`config.mk`:
```
export PLATFORM = sky130hd
export DESIGN_NAME = pcs_ctrl
export DESIGN_NICKNAME = d
export VERILOG_FILES = /design/src/rtl/pcs_pkg.sv /design/src/rtl/pcs_pc_unit.sv /design/src/rtl/pcs_sp_unit.sv /design/src/rtl/pcs_seq.sv /design/src/rtl/pcs_ctrl.sv
export SDC_FILE = /design/constraint.sdc
export NUM_CORES = 1
export LEC_CHECK = 0
export BUFFER_PORTS_ARGS = -buffer_cell sky130_fd_sc_hd__buf_2
export CAP_MARGIN = 20
export CORE_MARGIN = 8
export CORE_UTILIZATION = 35
export CTS_CLUSTER_SIZE = 8
export DETAILED_ROUTE_END_ITERATION = 16
export SLEW_MARGIN = 10
export SYNTH_ARGS = -nofsm -noshare
export SYNTH_HDL_FRONTEND = slang
export SYNTH_SLANG_ARGS = --single-unit
```
`constraint.sdc`:
```
create_clock -name clk -period 2.5 [get_ports clk]
set_input_delay 0.125 -clock clk [delete_from_list [all_inputs] [get_ports clk]]
set_output_delay 0.125 -clock clk [all_outputs]
set_load 0.005 [all_outputs]
```
`src/rtl/pcs_pkg.sv`:
```
package pcs_pkg;
  typedef enum logic [2:0] {
    OP_STEP = 3'b000,
    OP_JUMP = 3'b001,
    OP_JZ   = 3'b010,
    OP_CALL = 3'b011,
    OP_RET  = 3'b100,
    OP_PUSH = 3'b101,
    OP_POP  = 3'b110,
    OP_NONE = 3'b111
  } pcs_op_e;

  typedef enum logic {
    ST_IDLE = 1'b0,
    ST_CAPT = 1'b1
  } pcs_state_e;
endpackage

```
`src/rtl/pcs_pc_unit.sv`:
```
module pcs_pc_unit #(
  parameter int W = 8
) (
  input  logic         clk,
  input  logic         rst_n,
  input  logic         step_en,
  input  logic         load_en,
  input  logic [W-1:0] load_val,
  output logic [W-1:0] pc_q
);
  logic [W-1:0] pc_d;
  logic         pc_en;

  always_comb begin
    pc_en = step_en | load_en;
    if (load_en) pc_d = load_val;
    else         pc_d = pc_q + 1'b1;
  end

  always_ff @(posedge clk or negedge rst_n) begin
    if (!rst_n)     pc_q <= '0;
    else if (pc_en) pc_q <= pc_d;
  end
endmodule

```
`src/rtl/pcs_sp_unit.sv`:
```
module pcs_sp_unit #(
  parameter int          W       = 8,
  parameter logic [7:0]  SP_INIT = 8'd248
) (
  input  logic         clk,
  input  logic         rst_n,
  input  logic         inc_en,
  input  logic         dec_en,
  output logic [W-1:0] sp_q
);
  localparam logic [W-1:0] RST_VAL = W'(SP_INIT);
  logic [W-1:0] sp_d;
  logic         sp_en;

  always_comb begin
    sp_en = inc_en | dec_en;
    if (inc_en) sp_d = sp_q + 1'b1;
    else        sp_d = sp_q - 1'b1;
  end

  always_ff @(posedge clk or negedge rst_n) begin
    if (!rst_n)     sp_q <= RST_VAL;
    else if (sp_en) sp_q <= sp_d;
  end
endmodule

```
`src/rtl/pcs_seq.sv`:
```
module pcs_seq
  import pcs_pkg::*;
#(
  parameter int W = 8
) (
  input  logic         clk,
  input  logic         rst_n,
  input  logic         cmd_valid,
  input  logic [2:0]   cmd_op,
  input  logic [W-1:0] cmd_target,
  input  logic [W-1:0] cmd_operand,
  input  logic [W-1:0] pc,
  input  logic [W-1:0] sp,
  input  logic [W-1:0] mem_rdata,
  output logic [W-1:0] mem_addr,
  output logic         mem_we,
  output logic [W-1:0] mem_wdata,
  output logic         busy,
  output logic         pop_valid,
  output logic [W-1:0] pop_data,
  output logic         pc_step,
  output logic         pc_load,
  output logic [W-1:0] pc_target,
  output logic         sp_inc,
  output logic         sp_dec
);
  pcs_state_e state_q, state_d;
  logic       is_ret_q, is_ret_d;
  logic       capt_en;
  pcs_op_e    op;
  logic [W-1:0] sp_up, pc_up;

  always_comb begin
    op        = pcs_op_e'(cmd_op);
    sp_up     = sp + 1'b1;
    pc_up     = pc + 1'b1;
    state_d   = state_q;
    is_ret_d  = is_ret_q;
    capt_en   = 1'b0;
    mem_addr  = sp;
    mem_we    = 1'b0;
    mem_wdata = cmd_operand;
    busy      = 1'b0;
    pop_valid = 1'b0;
    pop_data  = mem_rdata;
    pc_step   = 1'b0;
    pc_load   = 1'b0;
    pc_target = cmd_target;
    sp_inc    = 1'b0;
    sp_dec    = 1'b0;
    if (state_q == ST_CAPT) begin
      busy     = 1'b1;
      mem_addr = sp_up;
      sp_inc   = 1'b1;
      state_d  = ST_IDLE;
      capt_en  = 1'b1;
      if (is_ret_q) begin
        pc_load   = 1'b1;
        pc_target = mem_rdata;
      end else begin
        pop_valid = 1'b1;
      end
    end else if (cmd_valid) begin
      case (op)
        OP_STEP: pc_step = 1'b1;
        OP_JUMP: pc_load = 1'b1;
        OP_JZ: begin
          if (cmd_operand == '0) pc_load = 1'b1;
          else                   pc_step = 1'b1;
        end
        OP_CALL: begin
          mem_we    = 1'b1;
          mem_wdata = pc_up;
          sp_dec    = 1'b1;
          pc_load   = 1'b1;
        end
        OP_PUSH: begin
          mem_we = 1'b1;
          sp_dec = 1'b1;
        end
        OP_POP, OP_RET: begin
          mem_addr = sp_up;
          state_d  = ST_CAPT;
          is_ret_d = (op == OP_RET);
          capt_en  = 1'b1;
        end
        default: ;
      endcase
    end
  end

  always_ff @(posedge clk or negedge rst_n) begin
    if (!rst_n) begin
      state_q  <= ST_IDLE;
      is_ret_q <= 1'b0;
    end else if (capt_en) begin
      state_q  <= state_d;
      is_ret_q <= is_ret_d;
    end
  end


  busy_single_chk: assert property (@(posedge clk) disable iff (!rst_n)
    busy |=> !busy);

  busy_nowrite_chk: assert property (@(posedge clk) disable iff (!rst_n)
    busy |-> !mem_we);

  pop_phase_chk: assert property (@(posedge clk) disable iff (!rst_n)
    (cmd_valid && !busy && cmd_op == OP_POP) |=> (busy && pop_valid));
endmodule

```
`src/rtl/pcs_ctrl.sv`:
```
module pcs_ctrl
  import pcs_pkg::*;
#(
  parameter int         W       = 8,
  parameter logic [7:0] SP_INIT = 8'd248
) (
  input  logic         clk,
  input  logic         rst_n,
  input  logic         cmd_valid,
  input  logic [2:0]   cmd_op,
  input  logic [W-1:0] cmd_target,
  input  logic [W-1:0] cmd_operand,
  output logic [W-1:0] mem_addr,
  output logic         mem_we,
  output logic [W-1:0] mem_wdata,
  input  logic [W-1:0] mem_rdata,
  output logic [W-1:0] pc,
  output logic [W-1:0] sp,
  output logic         busy,
  output logic         pop_valid,
  output logic [W-1:0] pop_data
);
  logic [1:0]   rst_sync;
  logic         rst_int_n;
  logic         pc_step, pc_load, sp_inc, sp_dec;
  logic [W-1:0] pc_target;

  always_ff @(posedge clk or negedge rst_n) begin
    if (!rst_n) rst_sync <= 2'b00;
    else        rst_sync <= {rst_sync[0], 1'b1};
  end
  assign rst_int_n = rst_sync[1];

  pcs_seq #(.W(W)) i_seq (
    .clk(clk), .rst_n(rst_int_n),
    .cmd_valid(cmd_valid), .cmd_op(cmd_op), .cmd_target(cmd_target),
    .cmd_operand(cmd_operand), .pc(pc), .sp(sp), .mem_rdata(mem_rdata),
    .mem_addr(mem_addr), .mem_we(mem_we), .mem_wdata(mem_wdata),
    .busy(busy), .pop_valid(pop_valid), .pop_data(pop_data),
    .pc_step(pc_step), .pc_load(pc_load), .pc_target(pc_target),
    .sp_inc(sp_inc), .sp_dec(sp_dec)
  );

  pcs_pc_unit #(.W(W)) i_pc (
    .clk(clk), .rst_n(rst_int_n), .step_en(pc_step), .load_en(pc_load),
    .load_val(pc_target), .pc_q(pc)
  );

  pcs_sp_unit #(.W(W), .SP_INIT(SP_INIT)) i_sp (
    .clk(clk), .rst_n(rst_int_n), .inc_en(sp_inc), .dec_en(sp_dec),
    .sp_q(sp)
  );


  pc_step_chk: assert property (@(posedge clk) disable iff (!rst_int_n)
    (cmd_valid && !busy && cmd_op == OP_STEP) |=> pc == W'($past(pc) + 1'b1));

  call_load_chk: assert property (@(posedge clk) disable iff (!rst_int_n)
    (cmd_valid && !busy && cmd_op == OP_CALL) |=>
      (pc == $past(cmd_target) && sp == W'($past(sp) - 1'b1)));

  push_sp_chk: assert property (@(posedge clk) disable iff (!rst_int_n)
    (cmd_valid && !busy && cmd_op == OP_PUSH) |=>
      (sp == W'($past(sp) - 1'b1) && $stable(pc)));

  ret_busy_chk: assert property (@(posedge clk) disable iff (!rst_int_n)
    (cmd_valid && !busy && cmd_op == OP_RET) |=> (busy && !pop_valid));
endmodule

```
; After elaboration in Yosys (flattened, before gate mapping)
; Index checks and enable logic that the tools add are counted.
; Widths: inputs -> output; s select.
[word_totals]
reg_bits = 20
wordCells = 52
inputBits = 30
output_inout_bits = 43
[classes]
n_eq_ne = 6
addsub = 3
n_mux = 29
bitwise_logic = 3
reduce_logical = 6
[op_table]
columns = cell, n
row1 = $mux 8, 10
row2 = $mux 1, 17
row3 = $add 8x1->8 const B, 2
row4 = $eq 3x3->1 const B, 3
row5 = $logic_not 8->1, 1
row6 = $sub 8x1->8 const B, 1
row7 = $eq 3x2->1 const B, 2
row8 = $reduce_or 2->1, 3
row9 = $pmux 1 s2, 2
row10 = $reduce_and 4->1, 1
row11 = $eq 3x1->1 const B, 1
row12 = $logic_not 3->1, 1
row13 = $or 1x1->1, 2
row14 = $not 1->1, 1

; Depth between registers and ports, before layout
; Gate-level depths: netlist of run 1.
[depth]
ltp_word = 6
depth_mapped = 6
mapped_depth_nobuf = 6

; By module
; From an unflattened synthesis of run 1, not the netlist that was laid out.
[hier_totals]
cells_unflattened = 209
hier_area_um2 = 1909.3
[by_module_without_submodules]
columns = mod, area_per_inst_um2, seq_area_each_um2, cells_each, instances
row1 = pcs_seq, 729.4, 50.0, 87, 1
row2 = pcs_sp_unit, 664.4, 206.4, 69, 1
row3 = pcs_pc_unit, 461.7, 200.2, 50, 1
row4 = pcs_ctrl, 53.8, 50.0, 3, 1

; Worst setup path after synthesis of run 1
; OpenSTA, ideal clock, no wires.
[synth_path]
path_kind = flip-flop to flip-flop
start = register i_seq.state_q
end = register i_pc.pc_q[7]
setup_time_ns = 0.086
synth_period_minus_slack_ns = 1.578
setup_slack_ns = 0.922
path_stages_with_launch = 6
required_time_ns = 2.414
n_path_buf = 1
t_arrival_ns = 1.492
path_cell_list = dfrtp_1 > buf_2 > or4b_4 > a31oi_4 > inv_1 > o221ai_2
[synth_between]
elab_chain_cells = 2
elab_cells_between_ends = 5
classes_between = mux (4) / bitwise (1)
[synth_lines]
columns = element, line_no
row1 = start: declaration, pcs_seq.sv:27  ; pcs_state_e state_q, state_d;
row2 = start signal: assignment, pcs_seq.sv:97  ; state_q <= state_d;
row3 = $mux 8 or $mux 1 (tied branches), pcs_seq.sv:51  ; if (state_q == ST_CAPT) begin
row4 = $mux 8 or $or 1x1->1 (tied branches), "pcs_pc_unit.sv:16, pcs_pc_unit.sv:15"
row5 = end signal: assignment, pcs_pc_unit.sv:22  ; else if (pc_en) pc_q <= pc_d;
row6 = end: declaration, pcs_pc_unit.sv:9  ; output logic [W-1:0] pc_q
; Parallel ways exist; a longest one is shown, timed or not.
; A chain may end at the register's enable or synchronous reset.

; Final worst setup path of run 1
[layout_path]
start = register i_seq.state_q
end = output port mem_wdata[2]
[layout_between]
elab_chain_cells = 1
[layout_lines]
columns = element, line_no
row1 = $mux 8, pcs_seq.sv:51
row2 = end: declaration, pcs_ctrl.sv:15  ; output logic [W-1:0] mem_wdata,
; Every way passes these cells.

==> results.md, run 1 <==
- Status: completed
- CTS tree: yes
- Crit end category: output pin
- WL/cell: 15.8 µm
- First DRT Iteration DRCs: between 100 and 150
- Commonest non-fill, non-tap cells in the layout: 72 x buf_2, 20 x nand2_1, 15 x xnor2_1, 15 x dfrtp_1, 13 x o21ai_0
- Number of flops mapped to enable cells by yosys: 0
- Vias in the first global route: 1539
- Fin nets: 274
- Layout cells sized above 1: 0.396
- Post-CTS setup buffers: 0
- Hold path depth: 2
- Post-synthesis register bit count: 20
- Starting Density: 0.366
- Worst path slowest cell: dfrtp_1
- CTS resizes: 0
- Placer Congestion: 0.818
- Via count: approximately 1500
- Startpoint Class: flip-flop
- CTS root buffer: clkbuf_8
- Simple-gate share of the synthesized area: 0.226
- Final TNS setup: 0 ps
- Register-to-Register Path Depth: 4
- Final setup fails: 0
- Slowest stage delay, CP: 590 ps
- Worst hold path type: input pin to flip-flop
- Clk_skew: 5.10 ps
- Inserted Clock Buffers: 3
- Lkg Pwr: slightly above 0.9 nW
- Die X-Extent: 83.4 µm
- Synth cell types: between 40 and 50
- Syn nets: around 220
- Number of buffers and inverters on the critical path: 1
- Max clock buf depth: 2
- H-Tree Depth: 1
- Critical path arrival: between 2000 and 2500 ps
- Fin crit period: 2170 ps
- Critical Path Stages: 4
- Final max-slew violation count: 0
- Compound-gate portion of the synthesized area: 0.150
- P&R area growth vs syn: 23.7%
- Worst Max-Slew Pin Slew: ~730 ps
- Ys Warns: 0
- DR DRC count: 0
- Initial antenna violation count: 0
- First-pass GRT wire length: 7.83 mm
- Ant diodes: 0
- Post-DRT Antenna Nets: 0
- Pwr Density: 782 mW/mm²
- Die area: 0.00696 mm²
- Mux share of post-synthesis cell area: 0.0786
- Avg Synthesized Cell Area: 8.74 µm²
- Total Wirelength: around 4.6 mm
- Post-synthesis sequential area ratio: 0.318
- Clock Latency Late Sink: 260 ps
- Final Hold Fails: 0
- RSZ-0062 raised after global routing: no
- IO buf count: 72
- Xor and xnor area share after synthesis: 0.116
- Slew headroom: 0.515
- Die Y: between 80 and 90 µm
- IO Count: 73
- First-pass DRT Iterations: 4
- HPWL Detailed: 3.66 mm
- Worst EP required: between 2000 and 2500 ps
- Period utilization: 0.870
- Core area: 0.00435 mm²
- Primary FF master, synth: dfrtp_1
- Largest net degree at the start of global routing: 19
- # fillers: roughly 440
- Worst-path clk slew: 80 ps
- Maximum VDD drop: slightly below 0.0003 V
- Mapped Area: about 0.0016 mm²
- Post-synthesis adder-cell area fraction: 0.0236
- Delay-heaviest family, CP: simple AND/OR/NAND/NOR gates
- CP Class: flip-flop to output pin
- Global route overflow: 0
- Main combinational cell family by area after synthesis: simple AND/OR/NAND/NOR gates
- Global Route Usage Sum: 0.132
- Vias per cell: 5.24
- Core Rows: 24
- Fmax: between 400 and 500 MHz
- Final total power: 1.54 mW
- Async set-reset flop share out of synthesis: 1.00
- Total area of sequential cells: between 500 and 600 µm²
- Post-Synthesis Cells: approximately 180
- Crit-path max FO: 18
- Crit path cell chain: nor3b_2 -> nand3_1 -> o21ai_0 -> buf_2
- Multi-input combinational cell area: 950 µm²
- Most common cell after layout, fill and taps aside: buf_2
- MaxCap Viol Count: 0
- Num Clock Sinks: 20
[Yosys cell counts (2+ instances only)]
cell / instances / area share
a22oi_1: 5 / 0.024
a32oi_1: 2 / 0.011
a21oi_1: 2 / 0.0063
xnor2_1: 15 / 0.083
nand2_1: 20 / 0.047
dfstp_2: 5 / 0.083
o21ai_0: 13 / 0.041
and3_1: 5 / 0.020
o211ai_1: 2 / 0.0094
nand4_1: 8 / 0.031
xor2_1: 6 / 0.033
nor3_1: 4 / 0.013
mux2_2: 4 / 0.028
buf_4: 8 / 0.038
mux2i_1: 8 / 0.050
nor2b_1: 2 / 0.0079
inv_1: 6 / 0.014
buf_2: 3 / 0.0094
and3_2: 3 / 0.014
nor2_1: 8 / 0.019
dfrtp_1: 15 / 0.24
nand3_1: 10 / 0.031
clkbuf_1: 6 / 0.014
ha_1: 3 / 0.024
o41ai_1: 2 / 0.011
[logic make-up after synthesis]
logic type / after synthesis
fa+ha+maj: 3
mux: 12
compound gates: 33
buf+inv: 25
flops: 20
xor+xnor: 21
other cells: 1
simple gates: 67
[path summary, 6_finish.rpt]
check / end / startpoint / slack (ps)
worst max-delay path: mem_wdata[2] / i_seq.state_q / 330
worst min-delay path: i_seq.is_ret_q / cmd_op[1] / 120
worst max register to register: i_pc.pc_q[7] / i_seq.state_q / 640
worst min register to register: i_seq.state_q / rst_sync[1] / 300
max in group asynchronous: i_sp.sp_q[0] / rst_sync[1] / 1740
min in group asynchronous: rst_sync[1] / rst_n / 170
[power breakdown]
group / switching [mW] / internal (mW) / total [mW]
clock: 0.107 / 0.140 / 0.247
sequential: 0.216 / 0.450 / 0.666
combinational: 0.295 / 0.332 / 0.628
[registers in the layout, indices dropped and copies added (netlist names)]
signal	count
i_pc.pc_q	8
i_sp.sp_q	8
rst_sync	2
i_seq.is_ret_q	1
i_seq.state_q	1
[cell type report]
type | count | share of cell area
Sequential cell | 20 | 0.257
Clock buffer | 4 | 0.0280
Tap cell | 52 | 0.0330
Multi-Input combinational cell | 137 | 0.482
Timing Repair Buffer | 73 | 0.188
Inverter | 6 | 0.0114
[metrics by stage]
step,worst slack (ps),util,cell area (µm²),hold slack (ps),cells
final,326,0.452,1970,118,292
after global routing,112,0.452,1970,127,292
after CTS,335,0.452,1970,117,292
after detailed placement,629,0.437,1900,-88.6,287
after global placement,700,0.437,1900,-88.5,287
after floorplan,922,-,1590,-171,182
[worst reg2reg max path: cells and delay by family, from the launching register on]
family | cells | cell delay (ps)
simple gates | 1 | 600
flops | 1 | 590
compound gates | 2 | 490
buf+inv | 1 | 90
[per-layer routing]
metal  up-vias  part of all wire  GRT usage
met4         0             0.011     0.0330
li1        766                 -          -
met3         4             0.052     0.0371
met5         -                 0          0
met1       721              0.44      0.166
met2        40              0.50      0.216
[repair_timing]
item,in CTS,in global routing
endpoints found under the setup margin,0,0
hold endpoints to repair,2,0
hold buffers,1,0
(Power assumes the default switching activity.)
==> run 2: changes to the inputs <==
--- a/config.mk
+++ b/config.mk
@@ -5,7 +5,7 @@
 export SDC_FILE = /design/constraint.sdc
 export NUM_CORES = 1
 export LEC_CHECK = 0
-export BUFFER_PORTS_ARGS = -buffer_cell sky130_fd_sc_hd__buf_2
+export BUFFER_PORTS_ARGS = -buffer_cell sky130_fd_sc_hd__clkbuf_2
 export CAP_MARGIN = 20
 export CORE_MARGIN = 8
 export CORE_UTILIZATION = 35
==> run 2 against run 1 <==
Hold slack gained 14 ps. Sequential cell count is the same. Non-clock buffer count is the same. Utilization shrank 0.23 points.
==> results.md, run 2 (synthesized netlist as in run 1, its figures left out) <==
- Most common cell after layout, fill and taps aside: clkbuf_2
- MaxCap Viol Count: 0 (unchanged)
- Initial antenna violation count: 0 (unchanged)
- Worst EP required: 2380 ps (about the same)
- # fillers: 442 (-0.23%)
- RSZ-0062 raised after global routing: no
- Pre-CTS WS: 628 ps (-0.604 ps)
- Crit path cell chain: nor3b_2 -> nand3_1 -> o21ai_0 -> clkbuf_2
- Period utilization: 0.867 (-0.00302)
- Vias in the first global route: 1486 (-3.4%)
- Commonest non-fill, non-tap cells in the layout: 72 x clkbuf_2, 20 x nand2_1, 15 x xnor2_1, 15 x dfrtp_1, 13 x o21ai_0
- IO Count: 73 (unchanged)
- Num Clock Sinks: 20 (unchanged)
- Placer Congestion: 0.824 (+0.71%)
- CTS root buffer: clkbuf_8
- Core area: 0.00435 mm² (unchanged)
- Fin crit period: 2170 ps (-7.54 ps)
- Via count: 1520 (-0.72%)
- Die area: 0.00696 mm² (unchanged)
- Design Area, Final: 0.00196 mm² (-0.51%)
- PnR worst setup slack: 333 ps (+7.54 ps)
- Largest net degree at the start of global routing: 19 (unchanged)
- Worst-path clk slew: 70 ps (about the same)
- H-Tree Depth: 1 (unchanged)
- Placed inst area: 0.00190 mm² (unchanged)
- Fmax: 462 MHz (+0.35%)
- Status: completed
- Final setup fails: 0 (unchanged)
- Layout cells sized above 1: 0.392 (-0.00417)
- Die X-Extent: 83.4 µm (unchanged)
- Fin nets: 274 (unchanged)
- Number of buffers and inverters on the critical path: 1 (unchanged)
- Worst hold path type: input pin to flip-flop
- Largest registers: i_pc.pc_q x8, i_sp.sp_q x8, rst_sync x2
- Final max-slew violation count: 0 (unchanged)
- Core Rows: 24 (unchanged)
- CTS resizes: 0 (unchanged)
- Max clock buf depth: 2 (unchanged)
- First-pass GRT wire length: 7.48 mm (-4.5%)
- Post-DRT Antenna Nets: 0 (unchanged)
- Clk_skew: 3.69 ps (-1.41 ps)
- Critical path arrival: 2040 ps (about the same)
- Number of hold buffers added after CTS: 1 (unchanged)
- Worst Max-Slew Pin Slew: 730 ps (+3.40 ps)
- Global Route Usage Sum: 0.127 (-0.00539)
- Global route overflow: 0 (unchanged)
- CP Class: flip-flop to output pin
- Worst reg2reg setup slack: 640 ps (about the same)
- First DRT Iteration DRCs: 130 (+9.2%)
- Starting Density: 0.366 (unchanged)
- Fin util: 0.450 (-0.00230)
- Maximum VDD drop: 0.000401 V (+35%)
- Final TNS setup: 0 ps (unchanged)
- CTS tree: yes
- Hold slack: 133 ps (+14.1 ps)
- Ant diodes: 0 (unchanged)
- Slowest stage delay, CP: 590 ps (about the same)
- Total Wirelength: 4.51 mm (-2.0%)
- Delay-heaviest family, CP: simple AND/OR/NAND/NOR gates
- WL/cell: 15.4 µm (-2.0%)
- Startpoint Class: flip-flop
- Inserted Clock Buffers: 3 (unchanged)
- Slew headroom: 0.513 (-0.00227)
- First-pass DRT Iterations: 4 (unchanged)
- DR DRC count: 0 (unchanged)
- Final total power: 1.51 mW (-2.1%)
- Placed cells: 287 (unchanged)
- Post-CTS setup buffers: 0 (unchanged)
- Crit-path max FO: 18 (unchanged)
- Lkg Pwr: 0.940 nW (+0.83%)
- Crit end category: output pin
- IO buf count: 72 (unchanged)
- Fin cells: 292 (unchanged)
- Vias per cell: 5.21 (-0.72%)
- HPWL Detailed: 3.61 mm (-1.3%)
- Final Hold Fails: 0 (unchanged)
- Clock Latency Late Sink: 250 ps (about the same)
- Pwr Density: 770 mW/mm² (-1.6%)
- Die Y: 83.4 µm (unchanged)
- P&R area growth vs syn: 23.1%
- Worst path slowest cell: dfrtp_1
## run 2: cell types whose count changed in the layout (fill, tap and decap cells not counted)
cell,previous run,this run
buf_2,72,0
clkbuf_1,0,1
clkbuf_8,4,3
clkbuf_2,0,72
## run 2: final timing paths
| kind | start | endpoint | depth (start not counted) |
|---|---|---|---|
| max | i_seq.state_q | mem_wdata[4] | 4 |
| min | cmd_op[1] | i_seq.is_ret_q | 2 |
| max reg2reg | i_seq.state_q | i_pc.pc_q[5] | 4 |
| min reg2reg | rst_sync[1] | i_seq.state_q | 0 |
| max in group asynchronous | rst_sync[1] | i_sp.sp_q[2] | 0 |
| min in group asynchronous | rst_n | rst_sync[0] | 2 |
## run 2: worst register-to-register path, delay by kind of cell (launching register included)
kind	cells	cell delay, ps
AOI/OAI and AO/OA	1	70
and+or+nand+nor	2	570
DFF	1	700
muxes	1	400
## run 2: layer usage
metal / share of wire / vias up / GRT usage / wire length, µm
met3: 0.040 / 2 / 0.0293 / 181
met2: 0.48 / 35 / 0.208 / 2170
met4: 0.011 / 0 / 0.0377 / 49
met1: 0.47 / 722 / 0.161 / 2100
met5: 0 / - / 0 / 0
li1: - / 761 / - / -
## run 2: power breakdown
part	internal [mW]	total [mW]	switching, mW
logic	0.329	0.626	0.296
registers	0.450	0.669	0.218
clock network	0.113	0.214	0.101
total	0.893	1.51	0.615
## run 2: final cells by class
cell class	count	area [µm²]	area share
clock buffers	4	45.0	0.0230
repair buffers	73	370	0.189
multi-input cells	137	950	0.485
inverters	6	22.5	0.0115
flip-flops and latches	20	507	0.259
well taps	52	65.1	0.0332
==> run 3: changes to the inputs <==
--- a/config.mk
+++ b/config.mk
@@ -9,6 +9,7 @@
 export CAP_MARGIN = 20
 export CORE_MARGIN = 8
 export CORE_UTILIZATION = 35
+export CTS_BUF_LIST = sky130_fd_sc_hd__clkbuf_8
 export CTS_CLUSTER_SIZE = 8
 export DETAILED_ROUTE_END_ITERATION = 16
 export SLEW_MARGIN = 10
==> run 3 against run 2 <==
Utilization unchanged. Clock skew about the same. Via count unchanged. Largest cell class unchanged. Critical endpoint unchanged. Highest routed layer unchanged. Register-to-register slack about the same. Final area unchanged. Final cell count unchanged. Critical path depth unchanged. Maximum frequency unchanged. Sequential share of layout area unchanged. Largest power group unchanged. Setup slack unchanged. Total power decreased by 0.26%. Hold slack unchanged.
==> results.md, run 3 (synthesized netlist as in run 1, its figures left out) <==
- Period utilization: 0.867 (unchanged)
- RSZ-0062 raised after global routing: no
- Die area: 0.00696 mm² (unchanged)
- Critical Path Stages: 4 (unchanged)
- Worst flop-to-flop path startpoint: i_seq.state_q
- Total area of sequential cells: 507 µm² (unchanged)
- Fin nets: 274 (unchanged)
- Multi-input combinational cell area: 950 µm² (unchanged)
- IO Count: 73 (unchanged)
- Slew headroom: 0.513 (about the same)
- Maximum VDD drop: 0.000389 V (-2.9%)
- Max clock buf depth: 2 (unchanged)
- WL/cell: 15.4 µm (unchanged)
- Largest net degree at the start of global routing: 19 (unchanged)
- Final setup fails: 0 (unchanged)
- Crit path to: mem_wdata[4]
- Via count: 1520 (unchanged)
- Vias in the first global route: 1486 (unchanged)
- Met3 routed WL: 181 µm (unchanged)
- Die X-Extent: 83.4 µm (unchanged)
- Internal cell power: 0.889 mW (-0.46%)
- First-pass GRT wire length: 7.48 mm (unchanged)
- Worst reg2reg setup slack: 640 ps (about the same)
- Starting Density: 0.366 (unchanged)
- Worst path slowest cell: dfrtp_1
- PnR worst setup slack: 333 ps (unchanged)
- Layout cells sized above 1: 0.392 (unchanged)
- NetSw: 0.615 mW (about the same)
- Slowest stage delay, CP: 590 ps (about the same)
- Pwr Density: 768 mW/mm² (-0.26%)
- # fillers: 442 (unchanged)
- Final total power: 1.50 mW (-0.26%)
- Global Route Usage Sum: 0.127 (unchanged)
- Combinational power share: 0.416 (about the same)
- Lkg Pwr: 0.944 nW (+0.44%)
- CP Class: flip-flop to output pin
- Clk_skew: 3.44 ps (-0.251 ps)
- Crit end category: output pin
- Sw Ratio: 0.409 (+0.00122)
- Largest registers: i_pc.pc_q x8, i_sp.sp_q x8, rst_sync x2
- MaxCap Viol Count: 0 (unchanged)
- Fin crit period: 2170 ps (unchanged)
- DR WL met2: 2.17 mm (unchanged)
- Fin util: 0.450 (unchanged)
- Final Hold Fails: 0 (unchanged)
- Register-to-Register Path Depth: 4 (unchanged)
- Total Wirelength: 4.51 mm (unchanged)
- Worst Max-Slew Pin Slew: 730 ps (+0.00679 ps)
- Final TNS setup: 0 ps (unchanged)
- Global route overflow: 0 (unchanged)
- Clock network fraction of design power: 0.140 (-0.002)
- Core Rows: 24 (unchanged)
- HPWL Detailed: 3.61 mm (unchanged)
- Top routing layer in use: met4
- CTS tree: yes
- Vias per cell: 5.21 (unchanged)
- Hold Path Origin: cmd_op[1]
- Crit path cell chain: nor3b_2 -> nand3_1 -> o21ai_0 -> clkbuf_2
- Pre-CTS WS: 628 ps (unchanged)
- Clock Latency Late Sink: 250 ps (about the same)
- Status: completed
- M1 wire length: 2.10 mm (unchanged)
- Number of buffers and inverters on the critical path: 1 (unchanged)
- Commonest non-fill, non-tap cells in the layout: 72 x clkbuf_2, 20 x nand2_1, 15 x xnor2_1, 15 x dfrtp_1, 13 x o21ai_0
- Hold path depth: 2 (unchanged)
- Initial antenna violation count: 0 (unchanged)
- IO buf count: 72 (unchanged)
- DR DRC count: 0 (unchanged)
- Startpoint Class: flip-flop
- Crit-path max FO: 18 (unchanged)
- Die Y: 83.4 µm (unchanged)
- Delay-heaviest family, CP: simple AND/OR/NAND/NOR gates
- Core area: 0.00435 mm² (unchanged)
- First DRT Iteration DRCs: 130 (unchanged)
- Worst hold path type: input pin to flip-flop
- Ant diodes: 0 (unchanged)
- Placer Congestion: 0.824 (unchanged)
- Most common cell after layout, fill and taps aside: clkbuf_2
- First-pass DRT Iterations: 4 (unchanged)
- Worst-path clk slew: 70 ps (about the same)
- CP Launch Point: i_seq.state_q
- Worst EP required: 2380 ps (about the same)
- Fmax: 462 MHz (unchanged)
- Final max-slew violation count: 0 (unchanged)
- R2r endpoint: i_pc.pc_q[5]
- CTS root buffer: clkbuf_8
- Inserted Clock Buffers: 3 (unchanged)
- Num Clock Sinks: 20 (unchanged)
- Critical path arrival: 2040 ps (about the same)
- Sequential power share: 0.445 (+0.002)
- H-Tree Depth: 1 (unchanged)
- Post-DRT Antenna Nets: 0 (unchanged)
- P&R area growth vs syn: 23.1% (unchanged)
[run 3: changes by cell type in the layout (fill, tap and decap cells not counted)]
| cell | change |
|---|---|
| clkbuf_1 | -1 |
| inv_1 | +1 |
[run 3: how the worst min path moves through the flow]
stage | to | slack, ps
detailed placement | rst_sync[0] | -90
floorplan | rst_sync[0] | -170
CTS | i_seq.is_ret_q | 120
finish | i_seq.is_ret_q | 130
global route | i_seq.is_ret_q | 150
global placement | rst_sync[0] | -90
[run 3: power by group through the flow]
stage	registers [mW]	logic [mW]	clock network, mW
global placement	0.672	0.637	0
finish	0.669	0.626	0.210
detailed placement	0.671	0.634	0
floorplan	0.571	0.448	0
global route	0.695	0.696	0.230
CTS	0.663	0.639	0.220
[run 3: what timing repair did]
action,CTS,global route
endpoints found under the hold margin,2,0
buffers inserted,0,0
gates resized for setup,0,0
hold buffers,1,0
[run 3: layout make-up]
cell class / instances / area share
inverter: 6 / 0.0115
timing repair buffer: 73 / 0.189
multi-input combinational: 137 / 0.485
sequential: 20 / 0.259
tap: 52 / 0.0332
clock inverter: 1 / 0.00192
clock buffer: 3 / 0.0211
[run 3: worst reg2reg max path, delay by kind of cell, from the launching register on]
kind / cells / cell delay (ps)
AO/OA/AOI/OAI: 1 / 70
AND/OR/NAND/NOR: 2 / 570
multiplexers: 1 / 400
flip-flops: 1 / 700
[run 3: routing by layer]
metal | vias up | global-route usage
met2 | 35 | 0.208
li1 | 761 | -
met5 | - | 0
met4 | 0 | 0.0377
met3 | 2 | 0.0293
met1 | 722 | 0.161
[run 3: metrics by stage]
step | std cells | hold slack, ps | instance area (µm²)
2_1_floorplan | 182 | -171 | 1590
3_3_place_gp | 287 | -87.5 | 1900
3_5_place_dp | 287 | -87.7 | 1900
4_1_cts | 292 | 117 | 1960
5_1_grt | 292 | 152 | 1960
6_report | 292 | 133 | 1960
